<file path="src/rtl/bcp_pkg.sv">
package bcp_pkg;
  localparam logic [7:0] OPC_SOURCES = 8'h04;
  localparam logic [7:0] OPC_FRAME   = 8'h05;
  localparam logic [7:0] OPC_END     = 8'hFF;

  typedef enum logic [1:0] {OS_CODE, OS_LEN, OS_BODY} op_st_e;
  typedef enum logic [2:0] {FP_HEAD, FP_ID, FP_FLAG, FP_SIZE, FP_PROG, FP_SKIP} frm_ph_e;

  // leading frame word, one byte per index
  function automatic logic [7:0] head_byte(input logic [2:0] i);
    case (i)
      3'd0:    return 8'h61;
      3'd1:    return 8'h6D;
      3'd2:    return 8'h62;
      3'd3:    return 8'h65;
      default: return 8'h72;
    endcase
  endfunction

  // trailing frame word, one byte per index
  function automatic logic [7:0] tail_byte(input logic [1:0] i);
    case (i)
      2'd0:    return 8'h6D;
      2'd1:    return 8'h69;
      2'd2:    return 8'h6E;
      default: return 8'h64;
    endcase
  endfunction
endpackage

</file>
<file path="src/rtl/bcp_op_split.sv">
module bcp_op_split
  import bcp_pkg::*;
#(
  parameter int LEN_W = 24
) (
  input  logic             clk,
  input  logic             rst,
  input  logic             acc,
  input  logic [7:0]       data,
  output logic             body_vld,
  output logic [7:0]       body_code,
  output logic             body_first,
  output logic             body_last,
  output logic [LEN_W-1:0] body_rem
);
  localparam int LEN_BYTES = LEN_W / 8;
  localparam int LB_W      = $clog2(LEN_BYTES);

  op_st_e           st_q;
  logic [7:0]       code_q;
  logic [LB_W-1:0]  lb_q;
  logic [LEN_W-9:0] len_q;
  logic [LEN_W-1:0] cnt_q;
  logic             first_q;
  logic [LEN_W-1:0] len_full;

  assign len_full = {len_q, data};

  always_ff @(posedge clk) begin
    if (rst) begin
      st_q    <= OS_CODE;
      code_q  <= '0;
      lb_q    <= '0;
      len_q   <= '0;
      cnt_q   <= '0;
      first_q <= 1'b0;
    end else if (acc) begin
      case (st_q)
        OS_CODE: begin
          code_q <= data;
          lb_q   <= '0;
          if (data != OPC_END) st_q <= OS_LEN;
        end
        OS_LEN: begin
          len_q <= {len_q[LEN_W-17:0], data};
          lb_q  <= lb_q + LB_W'(1);
          if (lb_q == LB_W'(LEN_BYTES - 1)) begin
            cnt_q   <= len_full;
            first_q <= 1'b1;
            st_q    <= (len_full == '0) ? OS_CODE : OS_BODY;
          end
        end
        OS_BODY: begin
          cnt_q   <= cnt_q - LEN_W'(1);
          first_q <= 1'b0;
          if (cnt_q == LEN_W'(1)) st_q <= OS_CODE;
        end
        default: st_q <= OS_CODE;
      endcase
    end
  end

  assign body_vld   = acc && (st_q == OS_BODY);
  assign body_code  = code_q;
  assign body_first = first_q;
  assign body_last  = (cnt_q == LEN_W'(1));
  assign body_rem   = cnt_q - LEN_W'(1);
endmodule

</file>
<file path="src/rtl/bcp_src_writer.sv">
module bcp_src_writer #(
  parameter int SRC_DEPTH = 64,
  parameter int ID_BYTES  = 4
) (
  input  logic                         clk,
  input  logic                         rst,
  input  logic                         vld,
  input  logic                         first,
  input  logic [7:0]                   data,
  output logic                         src_we,
  output logic [$clog2(SRC_DEPTH)-1:0] src_addr,
  output logic [7:0]                   src_data
);
  localparam int SRC_AW = $clog2(SRC_DEPTH);
  localparam int LIMIT  = ID_BYTES + SRC_DEPTH - 1;
  localparam int IDX_W  = $clog2(LIMIT + 1);

  logic [IDX_W-1:0] idx_q, cur;
  logic             wr;

  always_comb begin
    cur = first ? '0 : idx_q;
    wr  = (cur >= IDX_W'(ID_BYTES)) && (cur < IDX_W'(LIMIT));
  end

  always_ff @(posedge clk) begin
    if (rst) begin
      idx_q    <= '0;
      src_we   <= 1'b0;
      src_addr <= '0;
      src_data <= '0;
    end else begin
      src_we   <= vld && wr;
      src_addr <= SRC_AW'(cur - IDX_W'(ID_BYTES));
      src_data <= data;
      if (vld) idx_q <= (cur == IDX_W'(LIMIT)) ? cur : cur + IDX_W'(1);
    end
  end
endmodule

</file>
<file path="src/rtl/bcp_frame_chk.sv">
module bcp_frame_chk
  import bcp_pkg::*;
#(
  parameter int LEN_W     = 24,
  parameter int ADDR_W    = 16,
  parameter int PROG_BASE = 17,
  parameter int PROG_MAX  = 65519
) (
  input  logic              clk,
  input  logic              rst,
  input  logic              vld,
  input  logic              first,
  input  logic              last,
  input  logic [LEN_W-1:0]  rem,
  input  logic [7:0]        data,
  output logic              prog_we,
  output logic [ADDR_W-1:0] prog_addr,
  output logic [7:0]        prog_data,
  output logic [31:0]       frame_id,
  output logic              frame_now,
  output logic              frame_ok,
  output logic              frame_err
);
  localparam int SZ_W = 32;

  frm_ph_e          ph_q, ph_c, ph_n;
  logic [2:0]       k_q, k_c, k_n;
  logic [7:0]       sum_q, sum_n;
  logic             err_q, err_c, err_n, bad, tail, wr;
  logic [31:0]      id_q, id_n;
  logic             flag_q, flag_n;
  logic [SZ_W-1:0]  size_q, size_n;
  logic [ADDR_W-1:0] pc_q, pc_n;

  always_comb begin
    ph_c   = first ? FP_HEAD : ph_q;
    k_c    = first ? 3'd0 : k_q;
    err_c  = first ? 1'b0 : err_q;
    sum_n  = (first ? 8'h00 : sum_q) + data;
    tail   = (rem <= LEN_W'(4));
    ph_n   = ph_c;
    k_n    = k_c + 3'd1;
    id_n   = id_q;
    flag_n = flag_q;
    size_n = size_q;
    pc_n   = pc_q;
    bad    = 1'b0;
    wr     = 1'b0;
    if (tail) begin
      // checksum byte sits at rem==4, trailing word follows
      bad = (ph_c != FP_SKIP) ||
            ((rem != LEN_W'(4)) && (data != tail_byte(~rem[1:0])));
    end else begin
      case (ph_c)
        FP_HEAD: begin
          bad = (data != head_byte(k_c));
          if (k_c == 3'd4) begin ph_n = FP_ID; k_n = 3'd0; end
        end
        FP_ID: begin
          id_n = {id_q[23:0], data};
          if (k_c == 3'd3) begin ph_n = FP_FLAG; k_n = 3'd0; end
        end
        FP_FLAG: begin
          flag_n = (data == 8'h01);
          ph_n   = FP_SIZE;
          k_n    = 3'd0;
        end
        FP_SIZE: begin
          size_n = {size_q[SZ_W-9:0], data};
          if (k_c == 3'd3) begin
            k_n  = 3'd0;
            pc_n = '0;
            bad  = (size_n > SZ_W'(PROG_MAX));
            ph_n = (size_n == '0) ? FP_SKIP : FP_PROG;
          end
        end
        FP_PROG: begin
          wr   = 1'b1;
          pc_n = pc_q + ADDR_W'(1);
          if (SZ_W'(pc_q) + SZ_W'(1) == size_q) ph_n = FP_SKIP;
        end
        default: ;
      endcase
    end
    if (last && (sum_n != 8'hFF)) bad = 1'b1;
    err_n = err_c | bad;
  end

  always_ff @(posedge clk) begin
    if (rst) begin
      ph_q      <= FP_HEAD;
      k_q       <= '0;
      sum_q     <= '0;
      err_q     <= 1'b0;
      id_q      <= '0;
      flag_q    <= 1'b0;
      size_q    <= '0;
      pc_q      <= '0;
      prog_we   <= 1'b0;
      prog_addr <= '0;
      prog_data <= '0;
      frame_id  <= '0;
      frame_now <= 1'b0;
      frame_ok  <= 1'b0;
      frame_err <= 1'b0;
    end else begin
      prog_we   <= vld && wr && !err_n;
      prog_addr <= ADDR_W'(PROG_BASE) + pc_q;
      prog_data <= data;
      if (vld) begin
        ph_q   <= ph_n;
        k_q    <= k_n;
        sum_q  <= sum_n;
        err_q  <= err_n;
        id_q   <= id_n;
        flag_q <= flag_n;
        size_q <= size_n;
        pc_q   <= pc_n;
        frame_err <= err_n;
        if (last) begin
          frame_ok <= !err_n;
          if (!err_n) begin
            frame_id  <= id_q;
            frame_now <= flag_q;
          end
        end else begin
          frame_ok <= 1'b0;
        end
      end
    end
  end
endmodule

</file>
<file path="src/rtl/bytecode_reply_parser.sv">
module bytecode_reply_parser
  import bcp_pkg::*;
#(
  parameter int LEN_W     = 24,
  parameter int ADDR_W    = 16,
  parameter int SRC_DEPTH = 64,
  parameter int PROG_BASE = 17,
  parameter int PROG_MAX  = 65519
) (
  input  logic                         clk,
  input  logic                         rst,
  input  logic                         in_valid,
  output logic                         in_ready,
  input  logic [7:0]                   in_data,
  output logic                         prog_we,
  output logic [ADDR_W-1:0]            prog_addr,
  output logic [7:0]                   prog_data,
  output logic                         src_we,
  output logic [$clog2(SRC_DEPTH)-1:0] src_addr,
  output logic [7:0]                   src_data,
  output logic [31:0]                  frame_id,
  output logic                         frame_now,
  output logic                         frame_ok,
  output logic                         frame_err
);
  logic             acc, body_vld, body_first, body_last;
  logic [7:0]       body_code;
  logic [LEN_W-1:0] body_rem;

  assign in_ready = !rst;
  assign acc      = in_valid && in_ready;

  bcp_op_split #(.LEN_W(LEN_W)) u_split (
    .clk(clk), .rst(rst), .acc(acc), .data(in_data),
    .body_vld(body_vld), .body_code(body_code), .body_first(body_first),
    .body_last(body_last), .body_rem(body_rem)
  );

  bcp_src_writer #(.SRC_DEPTH(SRC_DEPTH), .ID_BYTES(4)) u_src (
    .clk(clk), .rst(rst),
    .vld(body_vld && (body_code == OPC_SOURCES)),
    .first(body_first), .data(in_data),
    .src_we(src_we), .src_addr(src_addr), .src_data(src_data)
  );

  bcp_frame_chk #(
    .LEN_W(LEN_W), .ADDR_W(ADDR_W), .PROG_BASE(PROG_BASE), .PROG_MAX(PROG_MAX)
  ) u_frame (
    .clk(clk), .rst(rst),
    .vld(body_vld && (body_code == OPC_FRAME)),
    .first(body_first), .last(body_last), .rem(body_rem), .data(in_data),
    .prog_we(prog_we), .prog_addr(prog_addr), .prog_data(prog_data),
    .frame_id(frame_id), .frame_now(frame_now),
    .frame_ok(frame_ok), .frame_err(frame_err)
  );
endmodule

</file>
<file path="config.mk">
export PLATFORM = sky130hd
export DESIGN_NAME = bytecode_reply_parser
export DESIGN_NICKNAME = d
export VERILOG_FILES = /design/src/rtl/bcp_pkg.sv /design/src/rtl/bcp_op_split.sv /design/src/rtl/bcp_src_writer.sv /design/src/rtl/bcp_frame_chk.sv /design/src/rtl/bytecode_reply_parser.sv
export SDC_FILE = /design/constraint.sdc
export NUM_CORES = 1
export LEC_CHECK = 0
export BUFFER_PORTS_ARGS = -buffer_cell sky130_fd_sc_hd__buf_4
export CORE_AREA = 2 2 170 172
export CTS_BUF_LIST = sky130_fd_sc_hd__clkbuf_16
export DETAILED_ROUTE_END_ITERATION = 12
export DIE_AREA = 0 0 172 174
export HOLD_SLACK_MARGIN = 0.02
export PLACE_DENSITY = 0.63
export SYNTH_ARGS = -nofsm -noshare
export SYNTH_HDL_FRONTEND = slang
export SYNTH_SLANG_ARGS = --single-unit
</file>
<file path="constraint.sdc">
create_clock -name clk -period 7 [get_ports clk]
set_input_delay 0 -clock clk [delete_from_list [all_inputs] [get_ports clk]]
set_output_delay 0 -clock clk [all_outputs]
set_load 0.05 [all_outputs]
</file>
; ---- Word-level counts from Yosys, hierarchy flattened
; Index checks and enable logic that the tools add are counted.
[op_classes]
addsub = 9
magnitude_cmp = 4
eq_ne = 29
muxes = 41
n_bitwise = 4
reduce_logical = 33
[ops]
columns = operator, n
row1 = case mux 24 bit (2 select lines), 1
row2 = equality test 32 bit, 1
row3 = "> comparator 32 x 16 -> 1 bit, second input constant", 1
row4 = logical NOT 32 bit, 1
row5 = 2-to-1 mux 8 bit, 4
row6 = case mux 16 bit (2 select lines), 1
row7 = 2-to-1 mux 3 bit, 10
row8 = "equality test 24 x 1 -> 1 bit, second input constant", 1
row9 = "less-or-equal comparator 24 x 3 -> 1 bit, second input constant", 1
row10 = logical NOT 24 bit, 1
row11 = 2-to-1 mux 24 bit, 1
row12 = "!= test 24 x 3 -> 1 bit, second input constant", 1
row13 = "subtractor 24 x 1 -> 24 bit, second input constant", 1
row14 = case mux 5 bit (4 select lines), 1
row15 = "adder 16 x 1 -> 17 bit, second input constant", 1
row16 = "adder 16 x 1 -> 16 bit, second input constant", 1
row17 = "adder 5 x 16 -> 16 bit, first input constant", 1
row18 = "equality test 8 x 3 -> 1 bit, second input constant", 2
row19 = 2-to-1 mux 16 bit, 1
row20 = != test 8 bit, 2
row21 = "!= test 8 bit, second input constant", 2
row22 = case mux 3 bit (5 select lines), 1
row23 = AND reduction 3 bit, 5
row24 = 2-to-1 mux 7 bit, 2
row25 = 35 further kinds, 76
[totals]
reg_bits = 222
input_bits = 11
out_inout_bits = 76
wordCells = 143

; ---- Depth between registers and ports, before layout
[logic_depth]
depth_word = 13
depth_mapped = 17
ltp_nobuf = 13

; ---- By module
; A second synthesis with hierarchy kept.
[hier_totals]
cells_unflattened = 1424
hier_area_um2 = 11651.2
[modules_own_cells]
columns = module, instances, cells_per_inst, area_each_um2, seq_area_each_um2
row1 = bcp_frame_chk, 1, 902, 7578.5, 3103.0
row2 = bcp_op_split, 1, 421, 3130.5, 1061.0
row3 = bcp_src_writer, 1, 94, 898.4, 440.4
row4 = bytecode_reply_parser, 1, 7, 43.8, 0.0

; ---- Least setup slack after synthesis
; Ideal clock, no wire load.
[synth_path]
path_type = reg-to-reg
startpoint = register u_split.first_q, in the netlist u_split.body_first
endpoint = register u_frame.frame_id[24]
setup_ns = 0.070
t_arrival_ns = 3.567
required_time_ns = 6.930
setup_slack_ns = 3.362
path_stages_with_launch = 15
path_buffers = 4
period_less_slack_ns = 3.638
path_cell_list = dfxtp_1 -> clkbuf_1 -> clkbuf_1 -> clkbuf_1 -> nor2b_1 -> ha_1 -> o21ai_0 -> nor2_1 -> o31ai_1 -> a21oi_1 -> xnor2_1 -> nor4_1 -> clkbuf_1 -> nand4_1 -> a21oi_1
[synth_between]
elab_chain_len = 12
word_cells_on_any_way = 26
classes_between = add/sub (1) / eq/ne (7) / mux (11) / bitwise (2) / reduce/logical (5)
[synth_lines]
columns = element, line_no
row1 = from (decl), bcp_op_split.sv:24  ; logic first_q;
row2 = from (signal assigned), bcp_op_split.sv:36  ; first_q <= 1'b0;
row3 = from (signal assigned), bcp_op_split.sv:49  ; first_q <= 1'b1;
row4 = from (signal assigned), bcp_op_split.sv:55  ; first_q <= 1'b0;
row5 = 2-to-1 mux 3 bit, bcp_frame_chk.sv:37  ; k_c = first ? 3'd0 : k_q;
row6 = equality test 3 x 2 -> 1 bit (tied with other cells), "bcp_pkg.sv:11, bcp_frame_chk.sv:70"
row7 = case mux 5 bit (4 select lines), bcp_pkg.sv:11  ; case (i)
row8 = 2-to-1 mux 8 bit, bcp_frame_chk.sv:54  ; case (ph_c)
row9 = 2-to-1 mux 8 bit, bcp_frame_chk.sv:49  ; if (tail) begin
row10 = != test 8 bit, bcp_frame_chk.sv:56  ; bad = (data != head_byte(k_c));
row11 = case mux 1 bit (2 select lines), bcp_frame_chk.sv:54
row12 = 2-to-1 mux 1 bit, bcp_frame_chk.sv:49
row13 = 2-to-1 mux 1 bit, bcp_frame_chk.sv:85  ; if (last && (sum_n != 8'hFF)) bad = 1'b1;
row14 = OR 1 bit (*), bcp_frame_chk.sv:86  ; err_n = err_c | bad;
row15 = NOT 1 bit (no source line) (*), n/a
row16 = AND reduction 3 bit (no source line) (*), n/a
row17 = to (signal assigned), bcp_frame_chk.sv:123  ; frame_id <= id_q;
row18 = to (decl), bcp_frame_chk.sv:19  ; output logic [31:0] frame_id,
; Every way passes the cells marked *; elsewhere a longest branch is shown, timed or not. The select of a mux whose other input is x is not followed.
; A chain may end at the register's enable or synchronous reset.

; ---- Worst setup path after layout
[layout_path]
startpoint = register u_split.first_q, in the netlist u_split.body_first
endpoint = register u_frame.frame_id[7]
; Same word-level chain as after synthesis.

==> flow_summary.json <==
{
  "status": "finished clean",
  "setup_violations": 0,
  "drive_gt1_frac": 0.109,
  "slowest_delay_ns": 0.53,
  "regToRegStartpoint": "u_split.body_first$_SDFFE_PP0P_",
  "final_area_um2": 12600,
  "place_ws_ns": 3.04,
  "synthToLayoutAreaGrowth_pct": 13.3,
  "setup_slack_ns": 2.99,
  "ys_types": 68,
  "slowest_stage": "a2111oi_0",
  "core_area_um2": 28200,
  "hpwl_mm": 19.6,
  "cts_tree": "yes",
  "track_usage": 0.200,
  "fin_crit_sh": 0.573,
  "drc": 0,
  "dieArea_um2": 29900,
  "ys.warnings.count": 0,
  "r2r_cells": 12,
  "io_pins": 87,
  "h-tree-depth": 1,
  "ys_dominant_reg_cell": "dfxtp_1",
  "vias": 10200,
  "grt_pass1_wl_mm": 49.4,
  "fin_nets": 1488,
  "period_minus_slack_ns": 4.01,
  "async_flop_share": 0,
  "cts_setup_buffers": 0,
  "crit_type": "flop to flop",
  "worst-path-max-fanout": 34,
  "port-buffer-count": 86,
  "numCtsBuffers": 24,
  "ys_seq_area_frac": 0.399,
  "grt_max_degree": 104,
  "die_h_um": 174,
  "reg2reg_slack_ns": 2.99,
  "startpoint_type": "flop",
  "fmax_ghz": 0.249,
  "drt-pass1-iter-count": 5,
  "p_leak_uw": 0.00446,
  "clock_sinks": 222,
  "clk_latency_ns": 0.54,
  "syn-num-nets": 1480,
  "synth_edf_count": 0,
  "finClkSkew_ns": 0.0287,
  "wl_per_cell_um": 16.6,
  "grt_pass1_vias": 9430,
  "hold_violations": 0,
  "antenna_cells": 0,
  "die_w_um": 172,
  "dp_cells": 1799,
  "overflow": 0,
  "worstHoldStart": "in_valid",
  "hold_ws_ns": 0.299,
  "crit_path_end_kind": "flop",
  "gp_congestion": 0.863,
  "worstMarginPinSlew_ns": 1.26,
  "rsz0062_at_grt": "false",
  "num_rows": 62,
  "slew_violations": 0,
  "slew_headroom": 0.158,
  "via_per_inst": 5.53,
  "min_path_cells": 3,
  "fin_tns_setup_ns": 0,
  "syn_area_um2": 11100,
  "worstHoldEndpoint": "u_split.body_first$_SDFFE_PP0P_",
  "powerDensity_nw_per_um2": 202,
  "placed_cell_area_um2": 11900,
  "postSynthAreaPerCell_um2": 7.72,
  "path_clk_slew_ns": 0.06,
  "synthCells": 1443,
  "hold_path.class": "primary input to flop",
  "clock_path_buffers": 3,
  "first_iter_violations": 979,
  "final_antenna_net_count": 0,
  "ys_ff_latch": 222,
  "rr_endpoint": "u_frame.frame_id[7]$_SDFFE_PP0P_",
  "cp_data_arrival_time_ns": 4.38,
  "stdcell_count": 1847,
  "maxCapViolCount": 0,
  "path_cells": "buf_4 > inv_1 > nand2_1 > inv_1 > ha_1 > ha_1 > a2111o_1 > a2111oi_0 > o21ai_0 > mux2_4 > o31ai_1 > a21oi_1",
  "ir_worst_vdd_mv": 0.148,
  "antenna_found_initial": 0,
  "start_util": 0.395,
  "drt_wl_total_mm": 30.7,
  "cp.required_ns": 7.38,
  "clockRootBuffer": "clkbuf_16"
}
[worst max-delay path: cells and delay by family, from the launching register on]
family	cells	cell delay (ns)
AOI/OAI and AO/OA	5	1.54
adders and majority gates	2	0.56
buffers and inverters	3	0.74
DFF	1	0.31
muxes	1	0.45
and+or+nand+nor	1	0.24
[area by class of cell]
| type | instances | area [um^2] |
|---|---|---|
| Clock buffer | 24 | 601 |
| Clock inverter | 14 | 68.8 |
| Fill cell | 2871 | 15600 |
| Inverter | 26 | 97.6 |
| Multi-Input combinational cell | 1067 | 6070 |
| Sequential cell | 222 | 4440 |
| Tap cell | 384 | 480 |
| Timing Repair Buffer | 110 | 855 |
[metrics by stage]
step / power, uW / util
floorplan: 1410 / -
global placement: 1450 / 0.420
detailed placement: 1450 / 0.420
CTS: 2580 / 0.447
global route: 2640 / 0.447
finish: 2550 / 0.447
[cells by family (layout without fill, tap and decap cells)]
kind of cell / Yosys count / count (layout) / share of synthesized area
xor gates and xnor gates: 44 / 44 / 0.0346
and+or+nand+nor: 613 / 613 / 0.274
buffers and inverters: 154 / 174 / 0.0595
muxes: 4 / 4 / 0.00427
DFF: 222 / 222 / 0.399
adders and majority gates: 26 / 26 / 0.0299
AOI/OAI and AO/OA: 380 / 380 / 0.199
[worst max path at each step]
| stage | from | to | depth (start not counted) |
|---|---|---|---|
| 4_1_cts | u_split.body_first$_SDFFE_PP0P_ | u_frame.frame_id[11]$_SDFFE_PP0P_ | 12 |
| 5_1_grt | u_split.cnt_q[0]$_SDFFE_PP0P_ | u_frame.id_q[31]$_SDFFE_PP0P_ | 10 |
| 3_5_place_dp | u_split.body_first$_SDFFE_PP0P_ | u_frame.frame_id[11]$_SDFFE_PP0P_ | 12 |
| 6_report | u_split.body_first$_SDFFE_PP0P_ | u_frame.frame_id[7]$_SDFFE_PP0P_ | 12 |
| 3_3_place_gp | u_split.body_first$_SDFFE_PP0P_ | u_frame.frame_id[1]$_SDFFE_PP0P_ | 13 |
| 2_1_floorplan | u_split.body_first$_SDFFE_PP0P_ | u_frame.frame_id[24]$_SDFFE_PP0P_ | 14 |
[layout by cell type, fill, tap and decap left out, drive strengths merged, types with 4 or more instances in the layout]
master,n
a221oi,4
o31ai,44
a211oi,13
nor3,38
nor2,98
dfxtp,222
or4,4
a21oi,175
inv,34
xor2,14
a22oi,4
or2,4
o21ai,93
nor4,29
nand3,24
nand4,58
a31oi,8
or3,20
o31a,4
clkbuf,24
xnor2,30
and3,5
dlygate4sd3,10
nand2,255
ha,25
and4,8
nand3b,5
nor2b,31
nor4b,6
o32ai,4
nand2b,10
and2,8
nor3b,5
buf,100
clkinv,6
[report_power, final]
| group | internal [uW] | switching (uW) | total [uW] |
|---|---|---|---|
| Sequential | 1280 | 12.6 | 1290 |
| Combinational | 41.4 | 98.6 | 140 |
| Clock | 614 | 507 | 1120 |
[routing by layer]
metal | vias to the layer above | GRT usage | part of all wire
li1 | 5103 | - | -
met1 | 4839 | 0.281 | 0.47
met2 | 229 | 0.323 | 0.46
met3 | 42 | 0.0262 | 0.049
met4 | 0 | 0.0536 | 0.018
met5 | - | 0 | 0
[Yosys cell counts, types with 9 or more instances]
cell / count / area, um^2
xor2_1: 14 / 123
nor2b_1: 31 / 194
a21oi_1: 175 / 876
nor3_1: 37 / 185
nor2_1: 98 / 368
o21ai_0: 93 / 465
xnor2_1: 30 / 263
o31ai_1: 44 / 330
nand2b_1: 9 / 56.3
clkbuf_1: 100 / 375
or3_1: 18 / 113
nand3_1: 24 / 120
inv_1: 26 / 97.6
nor4_1: 23 / 144
dfxtp_1: 222 / 4440
nand2_1: 254 / 953
nand4_1: 58 / 363
a211oi_1: 13 / 97.6
ha_1: 25 / 313
[flip-flops by register name, summed over array words and instances, names as in the netlist, 16 cells and up]
name / flops
u_frame.frame_id: 32
u_frame.id_q: 32
u_frame.size_q: 32
u_split.cnt_q: 24
u_frame.pc_q: 16
u_frame.prog_addr: 16
u_split.len_q: 16
[repair_timing]
item                      in CTS  in global routing
hold endpoints to repair      87                  0
resized for setup              0                  0
hold buffers                  10                  0
(Power assumes the default switching activity.)
